<file path="src/rtl/eirq_pkg.sv">
package eirq_pkg;
  typedef enum logic [1:0] {
    MODE_LOW  = 2'd0,
    MODE_FALL = 2'd1,
    MODE_RISE = 2'd2,
    MODE_BOTH = 2'd3
  } mode_e;

  localparam int CNT_W = 6;

  // terminal count of the sample prescaler
  function automatic logic [CNT_W-1:0] div_limit(input logic [1:0] sel);
    case (sel)
      2'd0:    div_limit = CNT_W'(0);
      2'd1:    div_limit = CNT_W'(7);
      2'd2:    div_limit = CNT_W'(31);
      default: div_limit = CNT_W'(63);
    endcase
  endfunction
endpackage

</file>
<file path="src/rtl/eirq_sync.sv">
module eirq_sync #(
  parameter int W = 6
) (
  input  logic         clk_i,
  input  logic         rst_ni,
  input  logic [W-1:0] d_i,
  output logic [W-1:0] q_o
);
  logic [W-1:0] s1_q, s2_q;

  always_ff @(posedge clk_i or negedge rst_ni) begin
    if (!rst_ni) begin
      s1_q <= '1;
      s2_q <= '1;
    end else begin
      s1_q <= d_i;
      s2_q <= s1_q;
    end
  end

  assign q_o = s2_q;
endmodule

</file>
<file path="src/rtl/eirq_filter.sv">
module eirq_filter
  import eirq_pkg::*;
(
  input  logic       clk_i,
  input  logic       rst_ni,
  input  logic       d_i,
  input  logic       en_i,
  input  logic [1:0] div_i,
  output logic       q_o
);
  logic [CNT_W-1:0] cnt_q, lim;
  logic [1:0]       smp_q;
  logic             tick, q_q;

  assign lim  = div_limit(div_i);
  assign tick = (cnt_q >= lim);

  always_ff @(posedge clk_i or negedge rst_ni) begin
    if (!rst_ni) begin
      cnt_q <= '0;
      smp_q <= 2'b11;
      q_q   <= 1'b1;
    end else begin
      cnt_q <= tick ? '0 : cnt_q + CNT_W'(1);
      if (tick) smp_q <= {smp_q[0], d_i};
      if (!en_i) q_q <= d_i;
      else if (tick && (smp_q == {2{d_i}})) q_q <= d_i;
    end
  end

  assign q_o = q_q;
endmodule

</file>
<file path="src/rtl/eirq_detect.sv">
module eirq_detect
  import eirq_pkg::*;
(
  input  logic       clk_i,
  input  logic       rst_ni,
  input  logic       lvl_i,
  input  logic [1:0] mode_i,
  input  logic       cfg_wr_i,
  input  logic       clr_i,
  output logic       req_o
);
  logic       prev_q, flag_q, hit;
  logic [1:0] hold_q;

  always_comb begin
    case (mode_e'(mode_i))
      MODE_FALL: hit = prev_q & ~lvl_i;
      MODE_RISE: hit = ~prev_q & lvl_i;
      MODE_BOTH: hit = prev_q ^ lvl_i;
      default:   hit = 1'b0;
    endcase
  end

  always_ff @(posedge clk_i or negedge rst_ni) begin
    if (!rst_ni) begin
      prev_q <= 1'b1;
      flag_q <= 1'b0;
      hold_q <= '0;
    end else begin
      prev_q <= lvl_i;
      hold_q <= cfg_wr_i ? 2'b11 : {1'b0, hold_q[1]};
      if (cfg_wr_i)                   flag_q <= 1'b0;
      else if (hit && hold_q == 2'b0) flag_q <= 1'b1;  // new edge wins over clear
      else if (clr_i)                 flag_q <= 1'b0;
    end
  end

  assign req_o = (mode_e'(mode_i) == MODE_LOW) ? ~lvl_i : flag_q;
endmodule

</file>
<file path="src/rtl/ext_irq_detect.sv">
module ext_irq_detect
  import eirq_pkg::*;
#(
  parameter  int NCH  = 6,
  localparam int CH_W = $clog2(NCH)
) (
  input  logic            clk_i,
  input  logic            rst_ni,
  input  logic [NCH-1:0]  pin_i,
  input  logic            cfg_we_i,
  input  logic [CH_W-1:0] cfg_ch_i,
  input  logic [1:0]      cfg_mode_i,
  input  logic            cfg_flt_i,
  input  logic [1:0]      cfg_div_i,
  input  logic [NCH-1:0]  ack_i,
  input  logic [NCH-1:0]  clr_i,
  output logic [NCH-1:0]  req_o,
  output logic            wake_o
);
  logic [NCH-1:0] pin_s, cfg_wr, lvl_mask;

  eirq_sync #(.W(NCH)) u_sync (
    .clk_i (clk_i),
    .rst_ni(rst_ni),
    .d_i   (pin_i),
    .q_o   (pin_s)
  );

  for (genvar k = 0; k < NCH; k++) begin : g_ch
    logic [1:0] mode_q, div_q;
    logic       flt_q, filt;

    assign cfg_wr[k] = cfg_we_i && (int'(cfg_ch_i) == k);

    always_ff @(posedge clk_i or negedge rst_ni) begin
      if (!rst_ni) begin
        mode_q <= MODE_FALL;
        div_q  <= '0;
        flt_q  <= 1'b0;
      end else if (cfg_wr[k]) begin
        mode_q <= cfg_mode_i;
        div_q  <= cfg_div_i;
        flt_q  <= cfg_flt_i;
      end
    end

    assign lvl_mask[k] = (mode_e'(mode_q) == MODE_LOW);

    eirq_filter u_flt (
      .clk_i (clk_i),
      .rst_ni(rst_ni),
      .d_i   (pin_s[k]),
      .en_i  (flt_q),
      .div_i (div_q),
      .q_o   (filt)
    );

    eirq_detect u_det (
      .clk_i   (clk_i),
      .rst_ni  (rst_ni),
      .lvl_i   (filt),
      .mode_i  (mode_q),
      .cfg_wr_i(cfg_wr[k]),
      .clr_i   (ack_i[k] | clr_i[k]),
      .req_o   (req_o[k])
    );
  end

  // combinational so it works with the clock stopped
  assign wake_o = (|req_o) | (|(lvl_mask & ~pin_i));
endmodule

</file>
<file path="config.mk">
export PLATFORM = sky130hd
export DESIGN_NAME = ext_irq_detect
export DESIGN_NICKNAME = d
export VERILOG_FILES = /design/src/rtl/eirq_pkg.sv /design/src/rtl/eirq_sync.sv /design/src/rtl/eirq_filter.sv /design/src/rtl/eirq_detect.sv /design/src/rtl/ext_irq_detect.sv
export SDC_FILE = /design/constraint.sdc
export NUM_CORES = 1
export LEC_CHECK = 0
export BUFFER_PORTS_ARGS = -buffer_cell sky130_fd_sc_hd__buf_2
export CORE_MARGIN = 2
export CORE_UTILIZATION = 35
export CTS_BUF_LIST = sky130_fd_sc_hd__clkbuf_8
export DETAILED_ROUTE_END_ITERATION = 8
export GPL_TIMING_DRIVEN = 0
export MAX_ROUTING_LAYER = met4
export PLACE_DENSITY_LB_ADDON = 0.1
export SETUP_SLACK_MARGIN = 0.3
export SLEW_MARGIN = 25
export SYNTH_ARGS = -nofsm -noshare
export SYNTH_HDL_FRONTEND = slang
export SYNTH_SLANG_ARGS = --single-unit
export TNS_END_PERCENT = 20
</file>
<file path="constraint.sdc">
create_clock -name clk_i -period 2.8 [get_ports clk_i]
set_input_delay 0.7 -clock clk_i [delete_from_list [all_inputs] [get_ports clk_i]]
set_output_delay 0.7 -clock clk_i [all_outputs]
set_load 0.02 [all_outputs]
</file>
# Word level (Yosys, flattened, before mapping)
# Cells that the tools add are included.
[totals]
regBits = 120
latch_bits = 0
ram_bits = 0
rom_bits = 0
in_bits = 29
output_inout_bits = 7
word_cells = 259
n_memories = 0
[op_classes]
add_sub_neg = 6
multipliers = 0
div = 0
n_lt_le_gt_ge = 6
n_eq_ne = 47
n_shift = 0
n_mux = 60
bitwise_logic = 39
n_reduce_logical = 45
[op_table]
columns = ["op", "n"]
rows = [
  ["$pmux 6 s3", 6],
  ["$add 6x1->6 const B", 6],
  ["$eq 2x2->1 const B", 18],
  ["$ge 6x6->1", 6],
  ["$logic_not 2->1", 18],
  ["$mux 1", 36],
  ["$mux 6", 6],
  ["$eq 2x1->1 const B", 12],
  ["$logic_and 1x1->1", 18],
  ["$pmux 1 s3", 6],
  ["$reduce_bool 3->1", 6],
  ["$and 1x1->1", 12],
  ["$eq 2x2->1", 6],
  ["$eq 3x3->1 const B", 4],
  ["$mux 2", 6],
  ["$ne 2x1->1 const B", 6],
  ["$not 1->1", 12],
  ["$reduce_or 6->1", 2],
  ["$or 1x1->1", 7],
  ["$and 6x6->6", 1],
  ["$not 6->6", 1],
  ["$xor 1x1->1", 6],
  ["$eq 3x2->1 const B", 1],
  ["$logic_not 3->1", 1],
]

# Depth between registers and ports, before layout
[logic_depth]
ltp_word = 6
ltp_mapped = 8
ltp_nobuf = 7

# Modules after synthesis
# From an unflattened synthesis, not the netlist that was laid out.
[hier_totals]
hier_cells = 547
hier_area_um2 = 6232.2
[modules_own_cells]
columns = ["mod", "n_inst", "cells_each", "area_each_um2", "seq_area_each_um2"]
rows = [
  ["eirq_filter", 6, 52, 568.0, 229.0],
  ["ext_irq_detect", 1, 109, 1315.0, 758.2],
  ["eirq_detect", 6, 19, 198.9, 101.3],
  ["eirq_sync", 1, 12, 315.3, 315.3],
]

# Worst setup path before layout
# Ideal clock, no wire load.
[synth_path]
path_kind = "register -> register"
from = "register g_ch[3].div_q[0]"
to = "register g_ch[3].u_flt.smp_q[0]"
setup_time_ps = 82
t_arrival_ps = 1886
t_required_ps = 2718
slack_ps = 832
stages_incl_launch_ff = 9
path_buffers = 1
synth_period_minus_slack_ps = 1968
path_cell_list = "dfrtp_1 nor2_2 ha_1 and2_1 o311a_1 a31oi_1 nand2b_1 buf_6 mux2_4"
[synth_via]
elab_chain_len = 3
word_cells_on_any_way = 5
classes_between = "order compare: 1; eq/ne: 2; mux: 1; reduce/logical: 1"
[synth_rtl]
columns = ["element", "line_no", "source"]
rows = [
  ["start, declared", "ext_irq_detect.sv:30", "logic [1:0] mode_q, div_q;"],
  ["start signal, assigned", "ext_irq_detect.sv:42", "div_q <= cfg_div_i;"],
  ["$eq 2x2->1, or another cell as far along", "eirq_pkg.sv:13", "case (sel)"],
  ["$pmux 6 s3 (*)", "eirq_pkg.sv:13", ""],
  ["$ge 6x6->1 (*)", "eirq_filter.sv:16", "assign tick = (cnt_q >= lim);"],
  ["end signal, assigned", "eirq_filter.sv:25", "if (tick) smp_q <= {smp_q[0], d_i};"],
  ["end, declared", "eirq_filter.sv:12", "logic [1:0] smp_q;"],
]
# Mark *: on every way between the ends. The rest lies on a longest branch, timed or not.
# A chain may end at the register's enable or synchronous reset.

# Worst setup path in the final report
[layout_path]
from = "register g_ch[4].mode_q[1]"
to = "output wake_o"
[layout_via]
elab_chain_len = 4
word_cells_on_any_way = 6
classes_between = "mux: 1; bitwise: 2; reduce/logical: 3"
[layout_rtl]
columns = ["element", "line_no", "source"]
rows = [
  ["start, declared", "ext_irq_detect.sv:30", ""],
  ["start signal, assigned", "ext_irq_detect.sv:41", "mode_q <= cfg_mode_i;"],
  ["$logic_not 2->1", "eirq_detect.sv:38", "assign req_o = (mode_e'(mode_i) == MODE_LOW) ? ~lvl_i : flag_q;"],
  ["$mux 1", "eirq_detect.sv:38", ""],
  ["via g_ch[4].u_det.req_o", "eirq_detect.sv:10", "output logic req_o"],
  ["$reduce_or 6->1", "ext_irq_detect.sv:70", "assign wake_o = (|req_o) | (|(lvl_mask & ~pin_i));"],
  ["$or 1x1->1", "ext_irq_detect.sv:70", ""],
  ["end, declared", "ext_irq_detect.sv:18", "output logic wake_o"],
]
# The timed path passes the listed nets, and every way through them passes these cells.

==> results.py <==
metrics = {
    "run_status": {
        "status": "complete, no violations",
    },
    "drt": {
        "drc": 0,
        "drtPass1Iterations": 4,
        "first_iter_violations": 176,
        "routed_wl_um": 11800,
        "ant_nets": 0,
        "avgViaCountPerCell": 4.76,
        "vias": 4128,
        "post_drt_wl_per_cell_um": 13.6,
    },
    "synth": {
        "synth_warnings": 0,
        "synth_top_flop_cell": "dfrtp_1",
        "seq_area_frac_synth_pct": 51.3,
        "synth_edf_count": 0,
        "synth.area.mux_share_pct": 6.09,
        "synth_top_family_by_area": "simple AND/OR/NAND/NOR gates",
        "synth_compound_area_share_pct": 8.92,
        "synth_area_um2": 5960,
        "synthSimpleGateAreaFrac_pct": 17.3,
        "synth_fp_nets": 650,
        "synthTopCellsByCount": "dfrtp_1 (78), nand2_1 (71), nor2_1 (71)",
        "synth_xor_area_share_pct": 3.53,
        "yosys.area_share.adder_pct": 8.82,
        "synth_most_common_cell": "dfrtp_1",
        "synth_top_area_cell": "dfrtp_1",
        "netlist_instances": 579,
        "syn_avg_cell_area_um2": 10.3,
        "synthArstFlopShare_pct": 100,
        "synthTopCellsByArea": "dfrtp_1 (33%), dfstp_2 (19%), ha_1 (8.8%), mux2_2 (4.9%), nand2_1 (4.5%)",
        "ys_ff_latch": 120,
        "post-synth-top-area-fraction_pct": 32.7,
        "yosysUniqueCellTypes": 52,
    },
    "layout": {
        "multi_input_area_um2": 2730,
        "antenna_cells": 0,
        "regArea_um2": 3060,
        "fill_cells": 1617,
        "drive_above_1_share_pct": 26.5,
        "final_nets": 706,
        "fin_cells": 868,
        "area_growth_pct": 16.6,
    },
    "global_routing": {
        "antenna_found_initial": 0,
        "grt_max_degree": 82,
        "grt_pass1_wl_um": 20000,
        "grt_overflow": 0,
        "grt_pass1_vias": 4223,
        "track_usage_pct": 14.7,
    },
    "worst_setup_path": {
        "cpPeakStageDelay_ns": 0.44,
        "critical_path_required_ns": 2.10,
        "arrival_ns": 1.71,
        "path_class": "reg2out",
        "reg2reg_depth": 8,
        "end_kind": "output pin",
        "worstSetupStartpointType": "register",
        "cp_max_fo": 6,
        "cp_slowest_cell": "dfrtp_1",
        "crit_chain": "o21ai_0 -> o31ai_1 -> nor3_2 -> nand4_1 -> buf_4",
    },
    "pwr": {
        "clockPowerShare_pct": 23.7,
        "powerDensity_nw_per_um2": 996,
        "combPwrFrac_pct": 34.2,
        "power_frac_seq_pct": 42.1,
        "peakVddDrop_v": 0.000589,
        "p_leak_nw": 3.28,
        "swShare_pct": 34.5,
        "p_switching_mw": 2.39,
        "internal_power_mw": 4.53,
    },
    "floorplanning": {
        "die_w_um": 135,
        "die_h_um": 135,
        "die_area_um2": 18100,
        "start_util_pct": 35.8,
        "io_pins": 36,
        "row_count": 47,
        "core_um2": 16600,
    },
    "cts": {
        "clock_latency_ns": 0.43,
        "ctsHtreeMaxLevel": 4,
        "cts-root-buf": "clkbuf_8",
        "cts_tree": "done",
        "cts_made_buffers": 17,
        "clk_transition_reported_paths_ns": 0.07,
        "clock-sinks": 120,
        "cts_max_path_buffers": 2,
    },
    "timing": {
        "setup_tns_ns": 0,
        "setup_ws_ns": 0.386,
        "fin_skew_ns": 0.00819,
        "tightest_slew_ns": 0.666,
        "hold_viol": 0,
        "period_minus_slack_ns": 2.41,
        "setup_viol": 0,
        "clock.fmax_mhz": 414,
        "rsz0062_at_grt": "yes",
        "fin_crit_sh_pct": 86.2,
        "slew_violations": 0,
        "slew_headroom_pct": 55.4,
    },
    "placed_design": {
        "place_hpwl_um": 8350,
        "portBuffers": 33,
        "place_ws_ns": 0.394,
        "place.gp.congestion": 0.775,
        "dp.cells": 833,
    },
    "worst_hold_path": {
        "min_path_type": "in2async",
    },
    "flow_run": {
        "drv_cap": 0,
    },
}
-- layer usage --
| layer | up-vias | part of all wire, % | GRT usage [%] |
|---|---|---|---|
| met4 | 0 | 0.87 | 3.98 |
| li1 | 2086 | - | - |
| met2 | 52 | 46 | 23.0 |
| met1 | 1984 | 49 | 18.4 |
| met3 | 6 | 4.0 | 4.65 |
| met5 | - | 0 | - |
-- worst max-delay path, delay by kind of cell (launching register included) --
family / cells / cell delay (ns)
DFF: 1 / 0.44
and+or+nand+nor: 2 / 0.36
AOI/OAI and AO/OA: 2 / 0.31
buffers and inverters: 1 / 0.18
-- state kept, by name, summed over array words and instances (netlist names) --
register / cells
g_ch.u_flt.cnt_q: 36
g_ch.div_q: 12
g_ch.mode_q: 12
g_ch.u_det.hold_q: 12
g_ch.u_flt.smp_q: 12
g_ch.flt_q: 6
g_ch.u_det.flag_q: 6
g_ch.u_det.prev_q: 6
g_ch.u_flt.q_o: 6
u_sync.q_o: 6
u_sync.s1_q: 6
-- what timing repair did --
item,in CTS,in global routing
resized for setup,6,12
setup endpoints to repair,2,1
pin swaps,3,4
hold buffers,0,0
setup buffers,2,1
-- cell usage in the layout (no fill, tap or decap), drive strengths merged, types with 19 or more instances in the layout --
cell	netlist	routed
a21oi	31	31
buf	12	49
clkbuf	2	23
dfrtp	78	78
dfstp	42	42
ha	42	42
inv	36	39
mux2	28	28
nand2	71	71
nand3	23	23
nor2	74	74
o21ai	19	19
-- logic make-up (layout without fill, tap and decap cells) --
logic type	Yosys count	after routing
AND/OR/NAND/NOR	225	225
flip-flops	120	120
AO/OA/AOI/OAI	84	84
buffers and inverters	52	121
adder cells (fa/ha/maj)	42	42
multiplexers	32	32
XOR/XNOR	24	24
-- final timing paths --
| path | endpoint | from | slack [ns] |
|---|---|---|---|
| worst max-delay path | wake_o | g_ch[4].mode_q[1] | 0.39 |
| worst min-delay path | g_ch[2].flt_q | rst_ni | 0.15 |
| worst max register to register | g_ch[2].u_flt.smp_q[1] | g_ch[2].div_q[0] | 0.64 |
| worst min register to register | u_sync.q_o[1] | u_sync.s1_q[1] | 0.36 |
| max in group asynchronous | g_ch[0].u_flt.smp_q[0] | rst_ni | 1.93 |
| min in group clk_i | u_sync.q_o[1] | u_sync.s1_q[1] | 0.36 |
-- final cells by class --
cell class / count / share of cell area [%]
buffer: 14 / 1.49
clock buffer: 21 / 4.16
clock inverter: 11 / 1.85
inverter: 38 / 2.05
multi-input combinational: 407 / 39.2
sequential: 120 / 44.0
tap: 220 / 3.96
timing repair buffer: 37 / 3.28
-- stage by stage --
stage	utilization [%]	hold WS, ns	area, um^2	total power [mW]
after floorplan	-	0.345	5960	4.65
after global placement	38.5	0.346	6400	5.16
after detailed placement	38.7	0.347	6440	5.26
after CTS	41.5	0.129	6900	6.99
after global routing	41.8	0.126	6950	7.49
final	41.8	0.148	6950	6.93
-- power by group through the flow --
stage	clock, mW	sequential [mW]	combinational [mW]
after CTS	1.70	2.91	2.38
after detailed placement	0	2.93	2.33
after global routing	1.78	3.01	2.70
after global placement	0	2.92	2.24
after floorplan	0	2.79	1.86
final	1.64	2.92	2.37
Note: power is estimated with default switching activity, not from simulation.
